[src/rtl/exc_state_pkg.sv]
`timescale 1ns/100ps
package exc_state_pkg;
  localparam int StateW = 32;

  // bit numbers count from the MSB; convert to vector index
  function automatic int pos(input int n);
    return StateW - 1 - n;
  endfunction

  localparam int HandlerLeBit = pos(15);
  localparam int IntEnBit     = pos(16);
  localparam int UserBit      = pos(17);
  localparam int FpAvBit      = pos(18);
  localparam int McEnBit      = pos(19);
  localparam int StepBit      = pos(21);
  localparam int IxlBit       = pos(26);
  localparam int DxlBit       = pos(27);
  localparam int LeBit        = pos(31);

  function automatic logic [StateW-1:0] rangeMask(input int lo, input int hi);
    logic [StateW-1:0] m;
    m = '0;
    for (int n = lo; n <= hi; n++) m[pos(n)] = 1'b1;
    return m;
  endfunction

  // reserved bits not carried into the save word
  localparam logic [StateW-1:0] DropMask = rangeMask(1, 4) | rangeMask(10, 12);
  // bits cleared in the live word on entry
  localparam logic [StateW-1:0] ClearMask =
    (StateW'(1) << IntEnBit) | (StateW'(1) << UserBit) | (StateW'(1) << FpAvBit) |
    (StateW'(1) << StepBit)  | (StateW'(1) << IxlBit)  | (StateW'(1) << DxlBit);
  localparam logic [StateW-1:0] ResetLive = StateW'(1) << McEnBit;

  typedef enum logic [1:0] {ClsPlain = 2'd0, ClsRet = 2'd1, ClsSync = 2'd2, ClsSysCall = 2'd3} instClass_e;

  typedef struct packed {
    logic enter;
    logic restore;
    logic wrLive;
    logic wrSave;
  } dpCtl_t;
endpackage

[src/rtl/exc_state_ctrl.sv]
`timescale 1ns/100ps
module exc_state_ctrl
  import exc_state_pkg::*;
(
  input  logic       clk,
  input  logic       rst,
  input  logic       mcReq,
  input  logic       extReq,
  input  logic       decReq,
  input  logic       retireValid,
  input  logic [1:0] retireClass,
  input  logic       retireFp,
  input  logic       retireSuper,
  input  logic       rfiStrobe,
  input  logic       mtWrEn,
  input  logic       mtSel,
  input  logic       intEn,
  input  logic       userMode,
  input  logic       fpAv,
  input  logic       mcEn,
  input  logic       stepEn,
  output dpCtl_t     ctl,
  output logic       ackMc,
  output logic       ackTrace,
  output logic       ackExt,
  output logic       ackDec,
  output logic       checkstop,
  output logic       fpUnavail,
  output logic       privViol
);
  logic stopQ, blocked, traceReq, mcFatal, anyAck;

  always_comb begin
    fpUnavail = retireValid & retireFp & ~fpAv;
    privViol  = retireValid & retireSuper & userMode;
    traceReq  = retireValid & stepEn & (retireClass == ClsPlain) & ~fpUnavail & ~privViol;
    blocked   = stopQ | rfiStrobe;
    mcFatal   = mcReq & ~mcEn;
    ackMc     = ~blocked & mcReq & mcEn;
    ackTrace  = ~blocked & ~mcReq & traceReq;
    ackExt    = ~blocked & ~mcReq & ~traceReq & intEn & extReq;
    ackDec    = ~blocked & ~mcReq & ~traceReq & intEn & ~extReq & decReq;
    anyAck    = ackMc | ackTrace | ackExt | ackDec;
    ctl.enter   = anyAck;
    ctl.restore = rfiStrobe;
    ctl.wrLive  = mtWrEn & ~mtSel & ~anyAck & ~rfiStrobe;
    ctl.wrSave  = mtWrEn & mtSel & ~anyAck & ~rfiStrobe;
  end

  always_ff @(posedge clk) begin
    if (rst)          stopQ <= 1'b0;
    else if (mcFatal) stopQ <= 1'b1;
  end
  assign checkstop = stopQ;

  p_one_ack_r5: assert property (@(posedge clk) disable iff (rst)
    $onehot0({ackMc, ackTrace, ackExt, ackDec}));
  p_ext_gated_r4: assert property (@(posedge clk) disable iff (rst)
    !intEn |-> !(ackExt || ackDec));
  p_stop_sticky_r6: assert property (@(posedge clk) disable iff (rst)
    checkstop |=> checkstop);
  p_stop_no_ack_r6: assert property (@(posedge clk) disable iff (rst)
    checkstop |-> !(ackMc || ackTrace || ackExt || ackDec));
  p_rfi_no_ack_r10: assert property (@(posedge clk) disable iff (rst)
    rfiStrobe |-> !ctl.enter);
endmodule

[src/rtl/exc_state_dp.sv]
`timescale 1ns/100ps
module exc_state_dp
  import exc_state_pkg::*;
(
  input  logic              clk,
  input  logic              rst,
  input  dpCtl_t            ctl,
  input  logic [StateW-1:0] wrData,
  output logic [StateW-1:0] liveQ,
  output logic [StateW-1:0] saveQ
);
  logic [StateW-1:0] entryLive;

  always_comb begin
    entryLive = liveQ & ~ClearMask;
    entryLive[LeBit] = liveQ[HandlerLeBit];
  end

  always_ff @(posedge clk) begin
    if (rst) begin
      liveQ <= ResetLive;
      saveQ <= '0;
    end else if (ctl.enter) begin
      saveQ <= liveQ & ~DropMask;
      liveQ <= entryLive;
    end else if (ctl.restore) begin
      liveQ <= saveQ;
    end else begin
      if (ctl.wrLive) liveQ <= wrData;
      if (ctl.wrSave) saveQ <= wrData;
    end
  end

  p_entry_drop_r2: assert property (@(posedge clk) disable iff (rst)
    ctl.enter |=> ((saveQ & DropMask) == '0));
  p_entry_clear_r3: assert property (@(posedge clk) disable iff (rst)
    ctl.enter |=> ((liveQ & ClearMask) == '0));
  p_entry_le_r3: assert property (@(posedge clk) disable iff (rst)
    ctl.enter |=> (liveQ[LeBit] == $past(liveQ[HandlerLeBit])));
  p_rfi_restore_r10: assert property (@(posedge clk) disable iff (rst)
    (ctl.restore && !ctl.enter) |=> (liveQ == $past(saveQ)));
endmodule

[src/rtl/exc_state_unit.sv]
`timescale 1ns/100ps
module exc_state_unit
  import exc_state_pkg::*;
(
  input  logic        clk,
  input  logic        rst,
  input  logic        mcReq,
  input  logic        extReq,
  input  logic        decReq,
  input  logic        retireValid,
  input  logic [1:0]  retireClass,
  input  logic        retireFp,
  input  logic        retireSuper,
  input  logic        rfiStrobe,
  input  logic        mtWrEn,
  input  logic        mtSel,
  input  logic [31:0] mtWrData,
  output logic [31:0] stateOut,
  output logic [31:0] saveOut,
  output logic        ackMc,
  output logic        ackTrace,
  output logic        ackExt,
  output logic        ackDec,
  output logic        checkstop,
  output logic        fpUnavail,
  output logic        privViol,
  output logic        intEnable,
  output logic        userMode,
  output logic        fpAvail,
  output logic        mcEnable,
  output logic        traceEnable
);
  dpCtl_t ctl;
  logic [StateW-1:0] liveQ, saveQ;

  assign intEnable   = liveQ[IntEnBit];
  assign userMode    = liveQ[UserBit];
  assign fpAvail     = liveQ[FpAvBit];
  assign mcEnable    = liveQ[McEnBit];
  assign traceEnable = liveQ[StepBit];
  assign stateOut    = liveQ;
  assign saveOut     = saveQ;

  exc_state_ctrl u_ctrl (
    .clk(clk), .rst(rst), .mcReq(mcReq), .extReq(extReq), .decReq(decReq),
    .retireValid(retireValid), .retireClass(retireClass), .retireFp(retireFp),
    .retireSuper(retireSuper), .rfiStrobe(rfiStrobe), .mtWrEn(mtWrEn), .mtSel(mtSel),
    .intEn(intEnable), .userMode(userMode), .fpAv(fpAvail), .mcEn(mcEnable),
    .stepEn(traceEnable), .ctl(ctl), .ackMc(ackMc), .ackTrace(ackTrace),
    .ackExt(ackExt), .ackDec(ackDec), .checkstop(checkstop),
    .fpUnavail(fpUnavail), .privViol(privViol)
  );

  exc_state_dp u_dp (
    .clk(clk), .rst(rst), .ctl(ctl), .wrData(mtWrData),
    .liveQ(liveQ), .saveQ(saveQ)
  );
endmodule

[config.mk]
export PLATFORM = sky130hd
export DESIGN_NAME = exc_state_unit
export DESIGN_NICKNAME = d
export VERILOG_FILES = /design/src/rtl/exc_state_pkg.sv /design/src/rtl/exc_state_ctrl.sv /design/src/rtl/exc_state_dp.sv /design/src/rtl/exc_state_unit.sv
export SDC_FILE = /design/constraint.sdc
export NUM_CORES = 1
export LEC_CHECK = 0
export BUFFER_PORTS_ARGS = -buffer_cell sky130_fd_sc_hd__buf_4
export CAP_MARGIN = 10
export CORE_MARGIN = 4
export CORE_UTILIZATION = 46
export DETAILED_ROUTE_END_ITERATION = 12
export PLACE_DENSITY_LB_ADDON = 0.08
export SLEW_MARGIN = 10
export SYNTH_ARGS = -nofsm -noshare
export SYNTH_HDL_FRONTEND = slang
export SYNTH_HIERARCHICAL = 1
export SYNTH_SLANG_ARGS = --single-unit
[constraint.sdc]
create_clock -name clk -period 2.15 [get_ports clk]
set_input_delay 0.215 -clock clk [delete_from_list [all_inputs] [get_ports clk]]
set_output_delay 0.215 -clock clk [all_outputs]
set_load 0.02 [all_outputs]
==> results.sh <==
export IMPL_setup_violations=0
export IMPL_finalCriticalPeriod_ns=1.920
export IMPL_hold_viol=0
export IMPL_grt_pass1_vias=2783
export IMPL_cts_buffers=9
export IMPL_synth_area_mux_share_pct=12.70
export IMPL_path_clk_slew_ns=0.07
export IMPL_clock_root_buffer="clkbuf_8"
export IMPL_crit_path_max_fanout=16
export IMPL_max_slew_margin_pct=58.59
export IMPL_critPathKind="register to register"
export IMPL_drc=0
export IMPL_pwr_share_comb_pct=22.1
export IMPL_synth_adder_area_share_pct=0
export IMPL_synth_enable_flop_cells=0
export IMPL_drt_iter0_drc=156
export IMPL_dpl_cell_area_sq_mm=0.003913
export IMPL_post_drt_wl_per_cell_um=15.35
export IMPL_core_area_sq_mm=0.006422
export IMPL_antenna_found_initial=0
export IMPL_synth_area_per_cell_sq_um=8.805
export IMPL_synth_top_family_by_area="simple AND/OR/NAND/NOR gates"
export IMPL_areaGrowthSynthToFinish_pct=33.84
export IMPL_switching_share_pct=29.01
export IMPL_synth_seq_cells=65
export IMPL_finClkSkew_ns=0.01083
export IMPL_die_h_um=89.74
export IMPL_cp_end_kind="register"
export IMPL_synth_xor_area_share_pct=0
export IMPL_initial_utilization_pct=47.85
export IMPL_ys_seq_area_share_pct=42.35
export IMPL_routed_via_density=5.354
export IMPL_htreeDepth=3
export IMPL_cts_tree="built"
export IMPL_wirelength_um=8198
export IMPL_drtPass1Iterations=4
export IMPL_clk_latency_ns=0.33
export IMPL_power_frac_seq_pct=44.6
export IMPL_holdCritPathClass="primary input to register"
export IMPL_grt_setup_unrepaired="false"
export IMPL_cp_required_ns=2.38
export IMPL_diodes=0
export IMPL_pin_count=121
export IMPL_syn_inst=349
export IMPL_layout_commonest_cell="buf_4"
export IMPL_cts_hold_buf=0
export IMPL_layout_common_cells="129 x buf_4, 65 x nand2_1, 63 x dfxtp_1, 57 x nor2_1, 30 x mux2i_1"
export IMPL_pwr_density_cell_mw_per_mm2=754.6
export IMPL_setup_tns_ns=0
export IMPL_die_w_um=89.74
export IMPL_cp_arrival_ns=2.15
export IMPL_outcome="finished, final reports clean"
export IMPL_dp_hpwl_um=5754
export IMPL_fillCellCount=573
export IMPL_grtUsageTotal_pct=19.89
export IMPL_crit_path_start_kind="register"
export IMPL_gp_congestion=0.7895
export IMPL_synthArstFlopShare_pct=0
export IMPL_syn_nets=394
export IMPL_fin_area_sq_mm=0.004113
export IMPL_internal_power_w=0.002203
export IMPL_ir_worst_vdd_mv=0.4223
export IMPL_clock_sinks=65
export IMPL_vias=2859
export IMPL_drive_gt1_share_pct=35.45
export IMPL_worst_slew_pin_slew_ns=0.6212
export IMPL_fin_crit_sh_pct=89.31
export IMPL_max_freq_mhz=520.8
export IMPL_clkPwrFrac_pct=33.3
export IMPL_slew_violations=0
export IMPL_ys_warn_count=6
export IMPL_multi_input_area_sq_mm=0.001521
export IMPL_grt_first_pass_wirelength_um=13520
export IMPL_core_rowCount=29
export IMPL_grt_max_degree=54
export IMPL_die_area_sq_mm=0.008052
export IMPL_switchingPower_w=0.0009004
export IMPL_detail_route_antenna_nets=0
export IMPL_synth_ff_type="dfxtp_1"
export IMPL_synthesis_area_sq_mm=0.003073
export IMPL_grt_remaining_overflow=0
export IMPL_seq_area_sq_mm=0.001304
export IMPL_p_leak_nw=1.847
export IMPL_max_clock_path_buffers=2
export IMPL_fin_nets=498
export IMPL_synth_cell_types=35
export IMPL_cap_viol_max_count=0
export IMPL_post_cts_buffers=0
export IMPL_io_buffers=120
export IMPL_yosys_area_share_simple_pct=20.24
export IMPL_synth_compound_area_share_pct=16.33
## power by group through the flow
| stage | combinational [W] | clock (W) | sequential (W) |
|---|---|---|---|
| 3_3_place_gp | 0.000676 | 0 | 0.00141 |
| 2_1_floorplan | 0.000304 | 0 | 0.00151 |
| 6_report | 0.000686 | 0.00103 | 0.00138 |
| 4_1_cts | 0.000691 | 0.00106 | 0.00139 |
| 5_1_grt | 0.000743 | 0.00110 | 0.00140 |
| 3_5_place_dp | 0.000689 | 0 | 0.00141 |
## state kept, by name, summed over array words and instances (netlist names)
| signal | count |
|---|---|
| u_ctrl/checkstop | 1 |
| u_dp/liveQ | 32 |
| u_dp/saveQ | 32 |
## final timing paths
kind	from	endpoint	slack, ns	cells after the start
max	u_ctrl/checkstop	u_dp/saveQ[22]	0.23	7
min	mtWrData[21]	u_dp/saveQ[21]	0.14	3
max reg2reg	u_ctrl/checkstop	u_dp/saveQ[22]	0.23	7
min reg2reg	u_dp/saveQ[28]	u_dp/saveQ[28]	0.47	2
## cell usage after synthesis (all sizes together), types with 3 or more instances
library cell  count  share of area, %
dfxtp            65                42
mux2              8               2.9
nor2             57               7.0
nand2            65               7.9
mux2i            30               9.8
buf              25               6.6
nor2b             5               1.1
a211oi           24               5.9
a21oi             8               1.3
clkbuf           12               1.6
a311oi           25               7.1
nor3              3              0.49
## timing repair
item	in CTS	in global routing
gates resized for setup	0	1
endpoints found under the setup margin	0	14
endpoints found under the hold margin	0	0
## cell families (layout without fill, tap and decap cells)
group | Yosys count | in the layout
compound gates | 64 | 64
buf+inv | 39 | 147
flops | 65 | 65
mux | 38 | 38
simple gates | 143 | 143
## worst max-delay path: stages (launching register included)
cell and delay, ns:
dfxtp_2 0.35, or3_4 0.40, o221ai_1 0.27, nor3b_2 0.11, nand2b_1 0.10, buf_4 0.23
nand2_1 0.09, a311oi_1 0.27
## layout make-up
| class | count | area share, % |
|---|---|---|
| Clock buffer | 12 | 3.772 |
| Multi-Input combinational cell | 245 | 36.99 |
| Tap cell | 77 | 2.343 |
| Timing Repair Buffer | 130 | 24.03 |
| Inverter | 2 | 0.1825 |
| Sequential cell | 65 | 31.70 |
| Clock inverter | 3 | 0.9735 |
## layer usage
layer  vias up  part of all wire (%)  GRT usage [%]
li1       1433                     -              -
met1      1331                    44          24.57
met2        89                    48          33.21
met3         6                   7.1          6.845
met4         0                  0.91          5.236
met5         -                     0              0
## metrics by stage
step	cells	hold slack (ns)	total power (W)	setup slack [ns]	util, %
after floorplan	349	0.2800	0.001815	0.01538	-
after global placement	519	0.4574	0.002087	0.2181	60.92
after detailed placement	519	0.4632	0.002100	0.1124	60.92
after CTS	534	0.1286	0.003132	0.1162	63.96
after global routing	534	0.1587	0.003244	0.02392	64.04
final	534	0.1398	0.003103	0.2298	64.04
(Power assumes the default switching activity.)
